`config.mk`:
```
export PLATFORM = sky130hd
export DESIGN_NAME = bob_backoff_seq
export DESIGN_NICKNAME = d
export VERILOG_FILES = /design/src/rtl/bob_pkg.sv /design/src/rtl/bob_req_reg.sv /design/src/rtl/bob_beat_ctr.sv /design/src/rtl/bob_fsm.sv /design/src/rtl/bob_backoff_seq.sv
export SDC_FILE = /design/constraint.sdc
export NUM_CORES = 1
export LEC_CHECK = 0
export ABC_AREA = 0
export BUFFER_PORTS_ARGS = -buffer_cell sky130_fd_sc_hd__buf_2
export CORE_AREA = 2 2 139 141
export DETAILED_ROUTE_END_ITERATION = 12
export DIE_AREA = 0 0 141 143
export HOLD_SLACK_MARGIN = 0.15
export PLACE_DENSITY = 0.61
export SYNTH_ARGS = -nofsm -noshare
export SYNTH_HDL_FRONTEND = slang
export SYNTH_SLANG_ARGS = --single-unit
export TNS_END_PERCENT = 30
```
`constraint.sdc`:
```
create_clock -name clk -period 3.6 [get_ports clk]
set_clock_uncertainty 0.1 [all_clocks]
set_input_delay 0.36 -clock clk [delete_from_list [all_inputs] [get_ports clk]]
set_output_delay 0.36 -clock clk [all_outputs]
set_load 0.05 [all_outputs]
```
`src/rtl/bob_pkg.sv`:
```
package bob_pkg;

    // Sequencer states
    typedef enum logic [2:0] {
        ST_IDLE = 3'd0,   // waiting for work
        ST_ADDR = 3'd1,   // strobe clock
        ST_DATA = 3'd2,   // collecting beats
        ST_BOFF = 3'd3,   // floated by backoff
        ST_HOLD = 3'd4    // floated, hold acknowledged
    } bob_state_t;

    // Latched cycle attributes
    typedef struct packed {
        logic wr;
        logic mio;
        logic dc;
        logic wb;
        logic burst;
    } bob_attr_t;

endpackage

```
`src/rtl/bob_req_reg.sv`:
```
module bob_req_reg
    import bob_pkg::*;
#(
    parameter int ADDR_W = 29,
    parameter int DATA_W = 64,
    localparam int BE_W = DATA_W / 8
) (
    input  logic              clk,
    input  logic              rst_n,
    input  logic              accept,
    input  logic              cyc_done,
    input  logic [ADDR_W-1:0] in_addr,
    input  logic [BE_W-1:0]   in_be,
    input  bob_attr_t         in_attr,
    input  logic [DATA_W-1:0] in_wdata,
    output logic [ADDR_W-1:0] q_addr,
    output logic [BE_W-1:0]   q_be,
    output bob_attr_t         q_attr,
    output logic [DATA_W-1:0] q_wdata,
    output logic              pend
);

    // The cycle's address and attributes stay put through aborts and replays.
    always_ff @(posedge clk or negedge rst_n) begin
        if (!rst_n) begin
            q_addr  <= '0;
            q_be    <= '0;
            q_attr  <= '0;
            q_wdata <= '0;
        end else if (accept) begin
            q_addr  <= in_addr;
            q_be    <= in_be;
            q_attr  <= in_attr;
            q_wdata <= in_wdata;
        end
    end

    // A cycle is pending from the accept until its final beat.
    always_ff @(posedge clk or negedge rst_n) begin
        if (!rst_n)        pend <= 1'b0;
        else if (accept)   pend <= 1'b1;
        else if (cyc_done) pend <= 1'b0;
    end

endmodule

```
`src/rtl/bob_beat_ctr.sv`:
```
module bob_beat_ctr #(
    parameter int BURST_LEN = 4,
    localparam int CNT_W = $clog2(BURST_LEN)
) (
    input  logic             clk,
    input  logic             rst_n,
    input  logic             accept,
    input  logic             beat_ok,
    input  logic             burst,
    output logic [CNT_W-1:0] cnt,
    output logic             last
);

    localparam logic [CNT_W-1:0] LAST_BURST = CNT_W'(BURST_LEN - 1);

    // Counts kept beats; an abort leaves it untouched so a replay resumes here.
    always_ff @(posedge clk or negedge rst_n) begin
        if (!rst_n)       cnt <= '0;
        else if (accept)  cnt <= '0;
        else if (beat_ok) cnt <= cnt + 1'b1;
    end

    always_comb begin
        last = burst ? (cnt == LAST_BURST) : (cnt == '0);
    end

endmodule

```
`src/rtl/bob_fsm.sv`:
```
module bob_fsm
    import bob_pkg::*;
(
    input  logic       clk,
    input  logic       rst_n,
    input  logic       backoff,
    input  logic       arb_hold,
    input  logic       addr_hold,
    input  logic       req_valid,
    input  logic       req_wb,
    input  logic       rdy,
    input  logic       last_beat,
    input  logic       pend,
    input  logic       cur_write,
    output bob_state_t state,
    output logic       req_ready,
    output logic       accept,
    output logic       beat_ok,
    output logic       cyc_done,
    output logic       ads,
    output logic       bus_oe,
    output logic       data_oe,
    output logic       hlda
);

    bob_state_t nxt;

    // Next state; backoff outranks every other condition.
    always_comb begin
        nxt = state;
        unique case (state)
            ST_IDLE: begin
                if (backoff)       nxt = ST_BOFF;
                else if (arb_hold) nxt = ST_HOLD;
                else if (accept)   nxt = ST_ADDR;
            end
            ST_ADDR: begin
                nxt = backoff ? ST_BOFF : ST_DATA;
            end
            ST_DATA: begin
                if (backoff)        nxt = ST_BOFF;
                else if (cyc_done)  nxt = arb_hold ? ST_HOLD : ST_IDLE;
            end
            ST_BOFF: begin
                if (!backoff) begin
                    if (pend)          nxt = ST_ADDR;
                    else if (arb_hold) nxt = ST_HOLD;
                    else               nxt = ST_IDLE;
                end
            end
            ST_HOLD: begin
                if (backoff)        nxt = ST_BOFF;
                else if (!arb_hold) nxt = ST_IDLE;
            end
            default: nxt = ST_IDLE;
        endcase
    end

    // State register
    always_ff @(posedge clk or negedge rst_n) begin
        if (!rst_n) state <= ST_IDLE;
        else        state <= nxt;
    end

    // Outputs
    always_comb begin
        req_ready = (state == ST_IDLE) && !backoff && !arb_hold
                    && (!addr_hold || req_wb);
        accept    = req_ready && req_valid;
        beat_ok   = (state == ST_DATA) && rdy && !backoff;
        cyc_done  = beat_ok && last_beat;
        ads       = (state == ST_ADDR);
        bus_oe    = (state != ST_BOFF) && (state != ST_HOLD);
        data_oe   = (state == ST_DATA) && cur_write;
        hlda      = (state == ST_HOLD);
    end

endmodule

```
`src/rtl/bob_backoff_seq.sv`:
```
module bob_backoff_seq
    import bob_pkg::*;
#(
    parameter int ADDR_W    = 29,
    parameter int DATA_W    = 64,
    parameter int BURST_LEN = 4,
    localparam int BE_W  = DATA_W / 8,
    localparam int CNT_W = $clog2(BURST_LEN)
) (
    input  logic              clk,
    input  logic              rst_n,
    input  logic              req_valid,
    output logic              req_ready,
    input  logic [ADDR_W-1:0] req_addr,
    input  logic [BE_W-1:0]   req_be,
    input  logic              req_write,
    input  logic              req_mio,
    input  logic              req_dc,
    input  logic              req_wb,
    input  logic              req_burst,
    input  logic [DATA_W-1:0] req_wdata,
    input  logic              backoff,
    input  logic              addr_hold,
    input  logic              arb_hold,
    output logic              hlda,
    input  logic              rdy,
    input  logic [DATA_W-1:0] bus_din,
    output logic              ads,
    output logic              bus_oe,
    output logic              data_oe,
    output logic [ADDR_W-1:0] bus_addr,
    output logic [BE_W-1:0]   bus_be,
    output logic              bus_wr,
    output logic              bus_mio,
    output logic              bus_dc,
    output logic [DATA_W-1:0] bus_dout,
    output logic              beat_valid,
    output logic [CNT_W-1:0]  beat_idx,
    output logic [DATA_W-1:0] beat_data,
    output logic              cyc_done
);

    bob_state_t state;
    bob_attr_t  in_attr;
    bob_attr_t  q_attr;
    logic       accept;
    logic       beat_ok;
    logic       last_beat;
    logic       pend;

    always_comb begin
        in_attr.wr    = req_write;
        in_attr.mio   = req_mio;
        in_attr.dc    = req_dc;
        in_attr.wb    = req_wb;
        in_attr.burst = req_burst;
    end

    bob_fsm u_fsm (
        .clk       (clk),
        .rst_n     (rst_n),
        .backoff   (backoff),
        .arb_hold  (arb_hold),
        .addr_hold (addr_hold),
        .req_valid (req_valid),
        .req_wb    (req_wb),
        .rdy       (rdy),
        .last_beat (last_beat),
        .pend      (pend),
        .cur_write (q_attr.wr),
        .state     (state),
        .req_ready (req_ready),
        .accept    (accept),
        .beat_ok   (beat_ok),
        .cyc_done  (cyc_done),
        .ads       (ads),
        .bus_oe    (bus_oe),
        .data_oe   (data_oe),
        .hlda      (hlda)
    );

    bob_req_reg #(
        .ADDR_W (ADDR_W),
        .DATA_W (DATA_W)
    ) u_req (
        .clk      (clk),
        .rst_n    (rst_n),
        .accept   (accept),
        .cyc_done (cyc_done),
        .in_addr  (req_addr),
        .in_be    (req_be),
        .in_attr  (in_attr),
        .in_wdata (req_wdata),
        .q_addr   (bus_addr),
        .q_be     (bus_be),
        .q_attr   (q_attr),
        .q_wdata  (bus_dout),
        .pend     (pend)
    );

    bob_beat_ctr #(
        .BURST_LEN (BURST_LEN)
    ) u_ctr (
        .clk     (clk),
        .rst_n   (rst_n),
        .accept  (accept),
        .beat_ok (beat_ok),
        .burst   (q_attr.burst),
        .cnt     (beat_idx),
        .last    (last_beat)
    );

    always_comb begin
        bus_wr     = q_attr.wr;
        bus_mio    = q_attr.mio;
        bus_dc     = q_attr.dc;
        beat_valid = beat_ok;
        beat_data  = bus_din;
    end

endmodule

```
==> summary.md, run 1 <==
| Metric | Value |
|---|---|
| Top_reg_cell synth | dfrtp_1 |
| Post-synthesis net count | just over 500 |
| Logic pwr share | 0.505 |
| Slew Viols, Final | 0 |
| DP Worst Slack | 1190 ps |
| DRT antenna net count | 0 |
| Post-CTS setup buffer count | 0 |
| Seq/Total Area, Yosys | 0.571 |
| Antenna violations before repair | 1 |
| DIE WIDTH | roughly 140 um |
| RR Startpoint | u_fsm.state[0] |
| Switching Fraction | 0.494 |
| Critical path startpoint | u_fsm.state[2] |
| Setup TNS | 0 ps |
| Hold Violations, Final | 0 |
| #FFs+latches synth | 111 |
| WS Path Type | reg2out |
| Max-Cap Viols | 0 |
| Initial core utilization | 0.262 |
| Peak VDD IR | 587 uV |
| Wire per inst | between 15 and 20 um |
| Cell count after synthesis | 340 |
| DR iter-0 viols | 94 |
| H-tree depth | 3 |
| Int Power | 3.14 mW |
| Clock Root Buffer | clkbuf_16 |
| Syn_area_per_cell | roughly 14 um2 |
| CTS tree | done |
| Nets | 783 |
| GPL Wtd Cong | between 0.8 and 0.9 |
| Final setup fails | 0 |
| Residual DRC | 0 |
| DPL Wire Length | ~9000 um |
| Async S/R FF share, synth | 1.00 |
| Cell Area, Synth | roughly 5000 um2 |
| Register area | around 2800 um2 |
| # rows | 50 |
| Unrepaired setup endpoints after global routing | no |
| Post-layout worst setup margin | roughly 1000 ps |
| Largest net degree at the start of global routing | between 60 and 70 |
| Routed via count | 3611 |
| Top-count cell post-synth | dfrtp_1 |
| Number of fill cells | between 1500 and 2000 |
| EDFF count, synth | 0 |
| Die height | between 100 and 150 um |
| Max FO, Critical Path | 10 |
| Core Area | 18600 um2 |
| Congestion Overflow GR | 0 |
| Worst skew pair latency | about 350 ps |
| Top-Level Pins | between 300 and 400 |
| IO Port Bufs | 225 |
| Vias in the first global route | between 4000 and 5000 |
| Static leakage | 3.64 nW |
| Synth-to-Final Area Change | 45.1% |
| Outcome | completed |
| Most frequent cells after synthesis | dfrtp_1 (111), mux2_2 (78), buf_4 (72) |
| # clock sinks | 111 |
| CP Data Required Time | 3140 ps |
| Worst-path clk slew | 80 ps |
| Worst-Margin Slew | about 700 ps |
| Max Freq | roughly 0.39 GHz |
| Area leader, netlist | dfrtp_1 |
| Ranking of synthesized cells by area | dfrtp_1 (57%), mux2_2 (18%), buf_4 (11%), mux2_1 (6.5%), buf_8 (1.2%) |
| Final period utilization | 0.717 |
| Nature of the critical path endpoint | output port |
| Pwr/cell area | between 800 and 900 nW/um2 |
| DIE AREA | between 20000 and 25000 um2 |
| Clock Power Share | 0.168 |
| Warnings from Yosys | 0 |
| Crit path DAT | 2120 ps |
| First-pass GRT wire length | approximately 21000 um |
| Seq pwr share | 0.327 |
| Number of buffers created by CTS | 9 |
| Slew headroom | 0.539 |
| Total GRT Usage | 0.134 |
| Count of cell types in the netlist | 26 |
| Final wirelength | 13500 um |
| Sw power | around 3.1 mW |
| Worst setup SP type | register |
| Share of layout cells above drive strength 1 | 0.532 |
| Clock Path Buffers | 2 |
| Worst Hold Class | in2reg |
| Fin crit period | roughly 2600 ps |
| Hold Startpoint | req_addr[25] |
| Via/cell ratio | approximately 4.3 |
| Multi-input gate area | about 1400 um2 |
| Top cell type's share of synthesized area | 0.571 |
| Drt first pass iters | 4 |
## flip-flops by register name (all words and copies together) (netlist names)
signal	cells
u_req.q_be	8
u_req.q_attr	4
u_fsm.state	3
u_req.q_wdata	64
u_req.pend	1
u_ctr.cnt	2
u_req.q_addr	29
## final cells by class
cell class / instances / area share
well taps: 234 / 0.0415
inverters: 6 / 0.00319
repair buffers: 331 / 0.313
diodes: 1 / 0.000355
multi-input cells: 145 / 0.205
flip-flops and latches: 111 / 0.394
clock buffers: 10 / 0.0325
clock inverters: 6 / 0.0106
## stage by stage
step / cells / instance area (um2) / hold slack (ps) / power (mW) / utilization
final: 844 / 7060 / 178 / 6.20 / 0.380
after global routing: 844 / 7060 / 156 / 6.48 / 0.380
after CTS: 843 / 7050 / 155 / 6.25 / 0.380
after detailed placement: 724 / 5720 / 330 / 5.09 / 0.308
after global placement: 724 / 5720 / 312 / 5.03 / 0.308
after floorplan: 340 / 4860 / -35.6 / 4.50 / -
## critical path, cell delays in order (launching register included)
cell	delay, ps
dfrtp_1	510
nor4b_1	680
and3_1	310
buf_2	280
## cells by family (layout without fill, tap and decap cells)
logic type | Yosys count | in the layout | share of synthesized area
AO/OA/AOI/OAI | 10 | 10 | 0.0126
XOR/XNOR | 1 | 1 | 0.00180
adder cells (fa/ha/maj) | 2 | 2 | 0.00515
buffers and inverters | 84 | 353 | 0.132
flip-flops | 111 | 111 | 0.571
multiplexers | 107 | 107 | 0.248
other | 0 | 1 | 0
AND/OR/NAND/NOR | 25 | 25 | 0.0299
## routing by layer
layer | track usage | up-vias | share of wire
li1 | - | 1618 | -
met1 | 0.133 | 1743 | 0.35
met2 | 0.242 | 176 | 0.53
met3 | 0.0409 | 74 | 0.073
met4 | 0.0889 | 0 | 0.051
met5 | 0 | - | 0
## final timing paths
kind,end,slack [ps],cells past startpoint
setup / recovery,cyc_done,1020,3
hold / removal,u_req.q_addr[25],180,2
setup reg to reg,u_req.q_addr[28],1170,5
max in group asynchronous,u_req.q_wdata[20],2110,3
hold reg to reg,u_req.q_wdata[43],380,1
min in group asynchronous,u_req.q_wdata[27],490,2
## layout by cell type (no fill, tap or decap), drive strengths merged, types with 2 or more instances in the layout
| cell type | Yosys | routed |
|---|---|---|
| buf | 78 | 228 |
| and2 | 2 | 2 |
| nand3 | 2 | 2 |
| nor4b | 2 | 2 |
| a21oi | 2 | 2 |
| mux2 | 106 | 106 |
| ha | 2 | 2 |
| inv | 6 | 9 |
| and3 | 3 | 3 |
| nor2 | 5 | 5 |
| nand2 | 7 | 7 |
| dlygate4sd3 | 0 | 103 |
| o21ai | 5 | 5 |
| dfrtp | 111 | 111 |
| clkbuf | 0 | 10 |
## power by group through the flow
stage          clock, mW  sequential [mW]  combinational [mW]
2_1_floorplan          0             3.67               0.833
3_3_place_gp           0             2.02                3.01
3_5_place_dp           0             2.03                3.05
4_1_cts             1.08             2.02                3.14
5_1_grt             1.12             2.09                3.27
6_report            1.04             2.03                3.13
## repair_timing
action | 4_1_cts | 5_1_grt
hold endpoints to repair | 150 | 0
hold buffers | 103 | 0
gates resized for setup | 0 | 0
(Power assumes the default switching activity.)
==> inputs of run 2 (changes only) <==
--- a/config.mk
+++ b/config.mk
@@ -7,11 +7,11 @@
 export LEC_CHECK = 0
 export ABC_AREA = 0
 export BUFFER_PORTS_ARGS = -buffer_cell sky130_fd_sc_hd__buf_2
-export CORE_AREA = 2 2 139 141
+export CORE_AREA = 2 2 136 138
 export DETAILED_ROUTE_END_ITERATION = 12
-export DIE_AREA = 0 0 141 143
+export DIE_AREA = 0 0 138 140
 export HOLD_SLACK_MARGIN = 0.15
-export PLACE_DENSITY = 0.61
+export PLACE_DENSITY = 0.65
 export SYNTH_ARGS = -nofsm -noshare
 export SYNTH_HDL_FRONTEND = slang
 export SYNTH_SLANG_ARGS = --single-unit
==> constraint.sdc (replaced) <==
create_clock -name clk -period 2.35 [get_ports clk]
set_clock_uncertainty 0.1 [all_clocks]
set_input_delay 0.235 -clock clk [delete_from_list [all_inputs] [get_ports clk]]
set_output_delay 0.235 -clock clk [all_outputs]
set_load 0.05 [all_outputs]
==> run 2 against run 1 <==
Net effect:
- hold slack gained 140 ps
- sequential share of layout area shrank 0.47 points
- largest power group unchanged
- register-to-register slack lost 1100 ps
- worst setup slack lost 930 ps
- final cell count grew 0.36%
- wire length shrank 5.0%
- via count shrank 0.64%
- clock power grew 44%
- core utilization grew 2.2 points
- total power grew 51%
- non-clock buffer count grew 8
- first-iteration DRC count shrank 26%
==> summary.md, run 2 (synthesis gave the netlist of run 1 again) <==
| Metric | Value |
|---|---|
| Post-CTS setup buffer count | 0 |
| Share of layout cells above drive strength 1 | 0.530 |
| # rows | 49 |
| Reg with most FFs | u_req.q_wdata |
| DIE AREA | 19300 um2 |
| Max-Cap Viols | 0 |
| Worst setup SP type | register |
| Final wirelength | 12900 um |
| DPL Wire Length | between 8000 and 9000 um |
| Wire per inst | roughly 15 um |
| CP Data Required Time | ~2500 ps |
| Largest net degree at the start of global routing | 112 |
| Antenna violations before repair | 1 |
| Hold_ws | roughly 320 ps |
| Slew Viols, Final | 0 |
| Nets | 791 |
| Setup TNS | 0 ps |
| Peak VDD IR | about 790 uV |
| DRT antenna net count | 0 |
| Synth-to-Final Area Change | 46.9% |
| WS Path Type | reg2reg |
| Most frequent cells in the layout | buf_2 (224), dlygate4sd3_1 (111), dfrtp_1 (111) |
| Vias in the first global route | 4075 |
| Hold Violations, Final | 0 |
| Slew headroom | 0.613 |
| Worst skew pair latency | between 300 and 400 ps |
| Placed cell count | ~720 |
| Via/cell ratio | roughly 4.2 |
| Routed via count | approximately 3600 |
| Unrepaired setup endpoints after global routing | no |
| Drt first pass iters | 4 |
| Number of buffers created by CTS | 9 |
| Worst Hold Class | in2reg |
| Residual DRC | 0 |
| Max FFs per register | 64 |
| Most common cell after layout, fill and taps aside | buf_2 |
| CTS tree | done |
| Final setup fails | 0 |
| Final std cells w/o fill | 847 |
| GPL Wtd Cong | around 0.72 |
| Fin crit period | approximately 2300 ps |
| First-pass GRT wire length | between 20000 and 25000 um |
| Static leakage | ~3.7 nW |
| Pwr/cell area | approximately 1300 nW/um2 |
| # clock sinks | 111 |
| Cell area after layout | ~7100 um2 |
| Initial core utilization | 0.273 |
| Clock Root Buffer | clkbuf_16 |
| Area after DPL | 5730 um2 |
| Die height | ~140 um |
| Max FO, Critical Path | 57 |
| H-tree depth | 3 |
| Congestion Overflow GR | 0 |
| Worst-path clk slew | about 80 ps |
| DR iter-0 viols | 70 |
| DP Worst Slack | roughly 130 ps |
| Top flop regs | u_req.q_wdata: 64 flops, u_req.q_addr: 29 flops, u_req.q_be: 8 flops |
| Max Freq | ~0.44 GHz |
| Total GRT Usage | 0.132 |
| Core Area | approximately 18000 um2 |
| DIE WIDTH | between 100 and 150 um |
| Post-layout worst setup margin | a little over 90 ps |
| IO Port Bufs | 225 |
| Nature of the critical path endpoint | register |
| Outcome | completed |
| Worst-Margin Slew | just under 600 ps |
| Crit path DAT | around 2400 ps |
| Top-Level Pins | about 350 |
| Clock Path Buffers | 2 |
| Final period utilization | 0.961 |
## run 2: changes by cell type in the layout (fill, tap and decap cells not counted), sizes merged
cell / before / now
clkinvlp: 1 / 0
bufinv: 1 / 0
dlygate4sd3: 103 / 111
clkinv: 1 / 3
## run 2: power breakdown
part	internal (mW)	leakage (nW)	switching [mW]
sequential	2.67	1.43	0.438
combinational	1.31	2.10	3.48
clock	0.767	0.145	0.729
## run 2: critical path: stages (launching register included)
cell	delay, ps
dfrtp_1	490
or2_4	320
nor4_4	210
and3_4	280
buf_12	290
mux2_2	390
## run 2: path summary, 6_finish.rpt
| path | cells past startpoint | slack [ps] | to | startpoint |
|---|---|---|---|---|
| min | 5 | 320 | u_fsm.state[0] | addr_hold |
| min in group asynchronous | 3 | 410 | u_req.q_addr[9] | rst_n |
| max reg2reg | 5 | 90 | u_req.q_addr[2] | u_fsm.state[0] |
| min reg2reg | 1 | 380 | u_req.q_wdata[35] | u_req.q_wdata[35] |
| max in group asynchronous | 3 | 1310 | u_req.q_wdata[30] | rst_n |
| max | 5 | 90 | u_req.q_addr[2] | u_fsm.state[0] |
## run 2: cell type report
type                            instances  area (um2)
Antenna cell                            1        2.50
Clock buffer                           10         239
Clock inverter                          6        51.3
Fill cell                            1692       10600
Inverter                                6        22.5
Multi-Input combinational cell        145        1460
Sequential cell                       111        2780
Tap cell                              229         287
Timing Repair Buffer                  339        2300
## run 2: stage by stage
step	total power [mW]	utilization
2_1_floorplan	6.91	-
3_5_place_dp	7.79	0.322
4_1_cts	9.48	0.401
5_1_grt	9.86	0.402
6_report	9.39	0.402
3_3_place_gp	7.69	0.322
## run 2: what timing repair did
item,CTS,global route
hold endpoints to repair,220,0
hold buffers,111,0
resized for setup,1,0
endpoints found under the setup margin,2,0
## run 2: per-layer routing
metal | track usage | vias up | share of wire
met3 | 0.0424 | 41 | 0.082
li1 | - | 1639 | -
met1 | 0.137 | 1727 | 0.36
met4 | 0.0779 | 0 | 0.039
met2 | 0.233 | 181 | 0.51
met5 | 0.00251 | - | 0
==> inputs of run 3 (changes only) <==
--- a/config.mk
+++ b/config.mk
@@ -7,11 +7,11 @@
 export LEC_CHECK = 0
 export ABC_AREA = 0
 export BUFFER_PORTS_ARGS = -buffer_cell sky130_fd_sc_hd__buf_2
-export CORE_AREA = 2 2 136 138
+export CORE_AREA = 2 2 139 141
 export DETAILED_ROUTE_END_ITERATION = 12
-export DIE_AREA = 0 0 138 140
+export DIE_AREA = 0 0 141 143
 export HOLD_SLACK_MARGIN = 0.15
-export PLACE_DENSITY = 0.65
+export PLACE_DENSITY = 0.61
 export SYNTH_ARGS = -nofsm -noshare
 export SYNTH_HDL_FRONTEND = slang
 export SYNTH_SLANG_ARGS = --single-unit
==> constraint.sdc (replaced) <==
create_clock -name clk -period 2.82 [get_ports clk]
set_clock_uncertainty 0.1 [all_clocks]
set_input_delay 0.282 -clock clk [delete_from_list [all_inputs] [get_ports clk]]
set_output_delay 0.282 -clock clk [all_outputs]
set_load 0.05 [all_outputs]
==> run 3 against run 2 <==
Net effect:
- core utilization decreased by 2.0 points
- global-route usage down 0.17 points
- critical endpoint is now beat_valid
- largest power group unchanged
- die area is 4.4% higher
==> summary.md, run 3 (synthesis gave the netlist of run 1 again) <==
| Metric | Value |
|---|---|
| Core Area | roughly 19000 um2 |
| Critical path startpoint | u_fsm.state[2] |
| Worst skew pair latency | around 340 ps |
| Residual DRC | 0 |
| IO Port Bufs | 225 |
| Share of layout cells above drive strength 1 | 0.526 |
| H-tree depth | 3 |
| Worst setup SP type | register |
| Hold Violations, Final | 0 |
| Met2 usage | 0.228 |
| Crit-path slowest cell | nor4b_1 |
| DIE WIDTH | between 100 and 150 um |
| Final setup fails | 0 |
| Most frequent cells in the layout | buf_2 (224), dfrtp_1 (111), dlygate4sd3_1 (109) |
| Nature of the critical path endpoint | output port |
| Critical Path End | beat_valid |
| Pwr/cell area | 1110 nW/um2 |
| Die height | between 100 and 150 um |
| Final period utilization | 0.868 |
| RR Startpoint | u_fsm.state[0] |
| Final wirelength | between 10000 and 15000 um |
| Slowest cell delay on critical path | 640 ps |
| Clock Path Buffers | 2 |
| Crit-path leading delay family | simple AND/OR/NAND/NOR gates |
| Reg with most FFs | u_req.q_wdata |
| Wire per inst | ~15 um |
| Gr busiest metal | met2 |
| Outcome | completed |
| Flop2flop setup slack | 440 ps |
| Clock Root Buffer | clkbuf_16 |
| Slew Viols, Final | 0 |
| Total GRT Usage | 0.130 |
| Crit. path cell count | 4 |
| CP Data Required Time | 2440 ps |
| Unrepaired setup endpoints after global routing | no |
| Post_cts resized | 0 |
| Max FFs per register | 64 |
| Congestion Overflow GR | 0 |
| Most common cell after layout, fill and taps aside | buf_2 |
| Nets | around 800 |
| Antenna violations before repair | 0 |
| DIE AREA | just over 20000 um2 |
| Max FO, Critical Path | 10 |
| DR iter-0 viols | 83 |
| Initial core utilization | 0.262 |
| Cell area after layout | between 7000 and 8000 um2 |
| Utilization after layout | 0.382 |
| CP Buf/Inv Count | 2 |
| Critical-path cell list | nor4b_1, nand2_1, inv_1, buf_2 |
| Area after DPL | 5710 um2 |
| Setup TNS | 0 ps |
| Peak VDD IR | roughly 600 uV |
| GPL Wtd Cong | a little under 0.9 |
| GR Util met1 | 0.139 |
| Drt first pass iters | 4 |
| Routed via count | ~3600 |
| Ant diodes | 0 |
| Synth-to-Final Area Change | 45.9% |
| Met3 Use GR | 0.0402 |
| Top-Level Pins | around 350 |
| Max Freq | between 0.4 and 0.5 GHz |
| Worst-path clk slew | about 70 ps |
| Top flop regs | u_req.q_wdata: 64 flops, u_req.q_addr: 29 flops, u_req.q_be: 8 flops |
| Static leakage | 3.66 nW |
| DRT antenna net count | 0 |
| Crit path DAT | about 2000 ps |
| Via/cell ratio | 4.27 |
| # clock sinks | roughly 110 |
| Largest net degree at the start of global routing | 108 |
| Reg-to-reg endpoint | u_req.q_wdata[16] |
| Vias in the first global route | approximately 4100 |
| Number of buffers created by CTS | 9 |
| # rows | 50 |
| Number of fill cells | between 1500 and 2000 |
| First-pass GRT wire length | 20700 um |
| Fin crit period | approximately 2400 ps |
| WS Path Type | reg2out |
| CTS tree | done |
| Path depth of the worst reg2reg path | 5 |
| Worst-Margin Slew | roughly 640 ps |
| Worst Hold Class | in2reg |
| Slew headroom | 0.569 |
| DPL Wire Length | 8820 um |
| Max-Cap Viols | 0 |
==> run 3: worst register-to-register path: cells and delay by family, from the launching register on <==
kind,cells,cell delay (ps)
buffers and inverters,1,430
DFF,1,470
muxes,1,490
and+or+nand+nor,3,780
==> run 3: where the power goes <==
| group | switching (mW) | internal (mW) | leakage (nW) | total (mW) |
|---|---|---|---|---|
| clock network | 0.633 | 0.626 | 0.143 | 1.26 |
| logic | 2.91 | 1.09 | 2.09 | 4.00 |
| registers | 0.365 | 2.22 | 1.43 | 2.59 |
| total | 3.91 | 3.93 | 3.66 | 7.85 |
==> run 3: final cells by class <==
cell class	instances	area (um2)	area share
flip-flops and latches	111	2780	0.392
well taps	234	293	0.0413
clock buffers	10	229	0.0323
clock inverters	6	62.6	0.00882
inverters	6	22.5	0.00318
multi-input cells	145	1450	0.204
repair buffers	336	2260	0.319
==> run 3: worst min-delay path by stage <==
stage | slack (ps) | end | from | depth (start not counted)
6_report | 200 | u_fsm.state[1] | backoff | 3
5_1_grt | 230 | u_fsm.state[1] | backoff | 3
4_1_cts | 150 | u_fsm.state[1] | backoff | 3
3_5_place_dp | 260 | u_req.q_wdata[20] | rst_n | 1
3_3_place_gp | 240 | u_req.q_wdata[20] | rst_n | 1
2_1_floorplan | -110 | u_ctr.cnt[0] | rst_n | 0
==> run 3: per-layer routing <==
metal	vias to the layer above	part of all wire
met5	-	0
met4	0	0.049
met3	73	0.073
met2	179	0.51
met1	1740	0.36
li1	1632	-
==> run 3: through the flow <==
stage,std cells,setup slack (ps),hold WS [ps],total power [mW]
final,848,374,197,7.85
after global routing,848,257,227,8.24
after CTS,848,348,155,7.92
after detailed placement,723,458,260,6.50
after global placement,723,560,238,6.42
after floorplan,340,147,-114,5.75
==> run 3: repair_timing <==
| action | CTS | global route |
|---|---|---|
| endpoints found under the hold margin | 157 | 0 |
| hold buffers | 109 | 0 |
| buffers inserted | 0 | 0 |
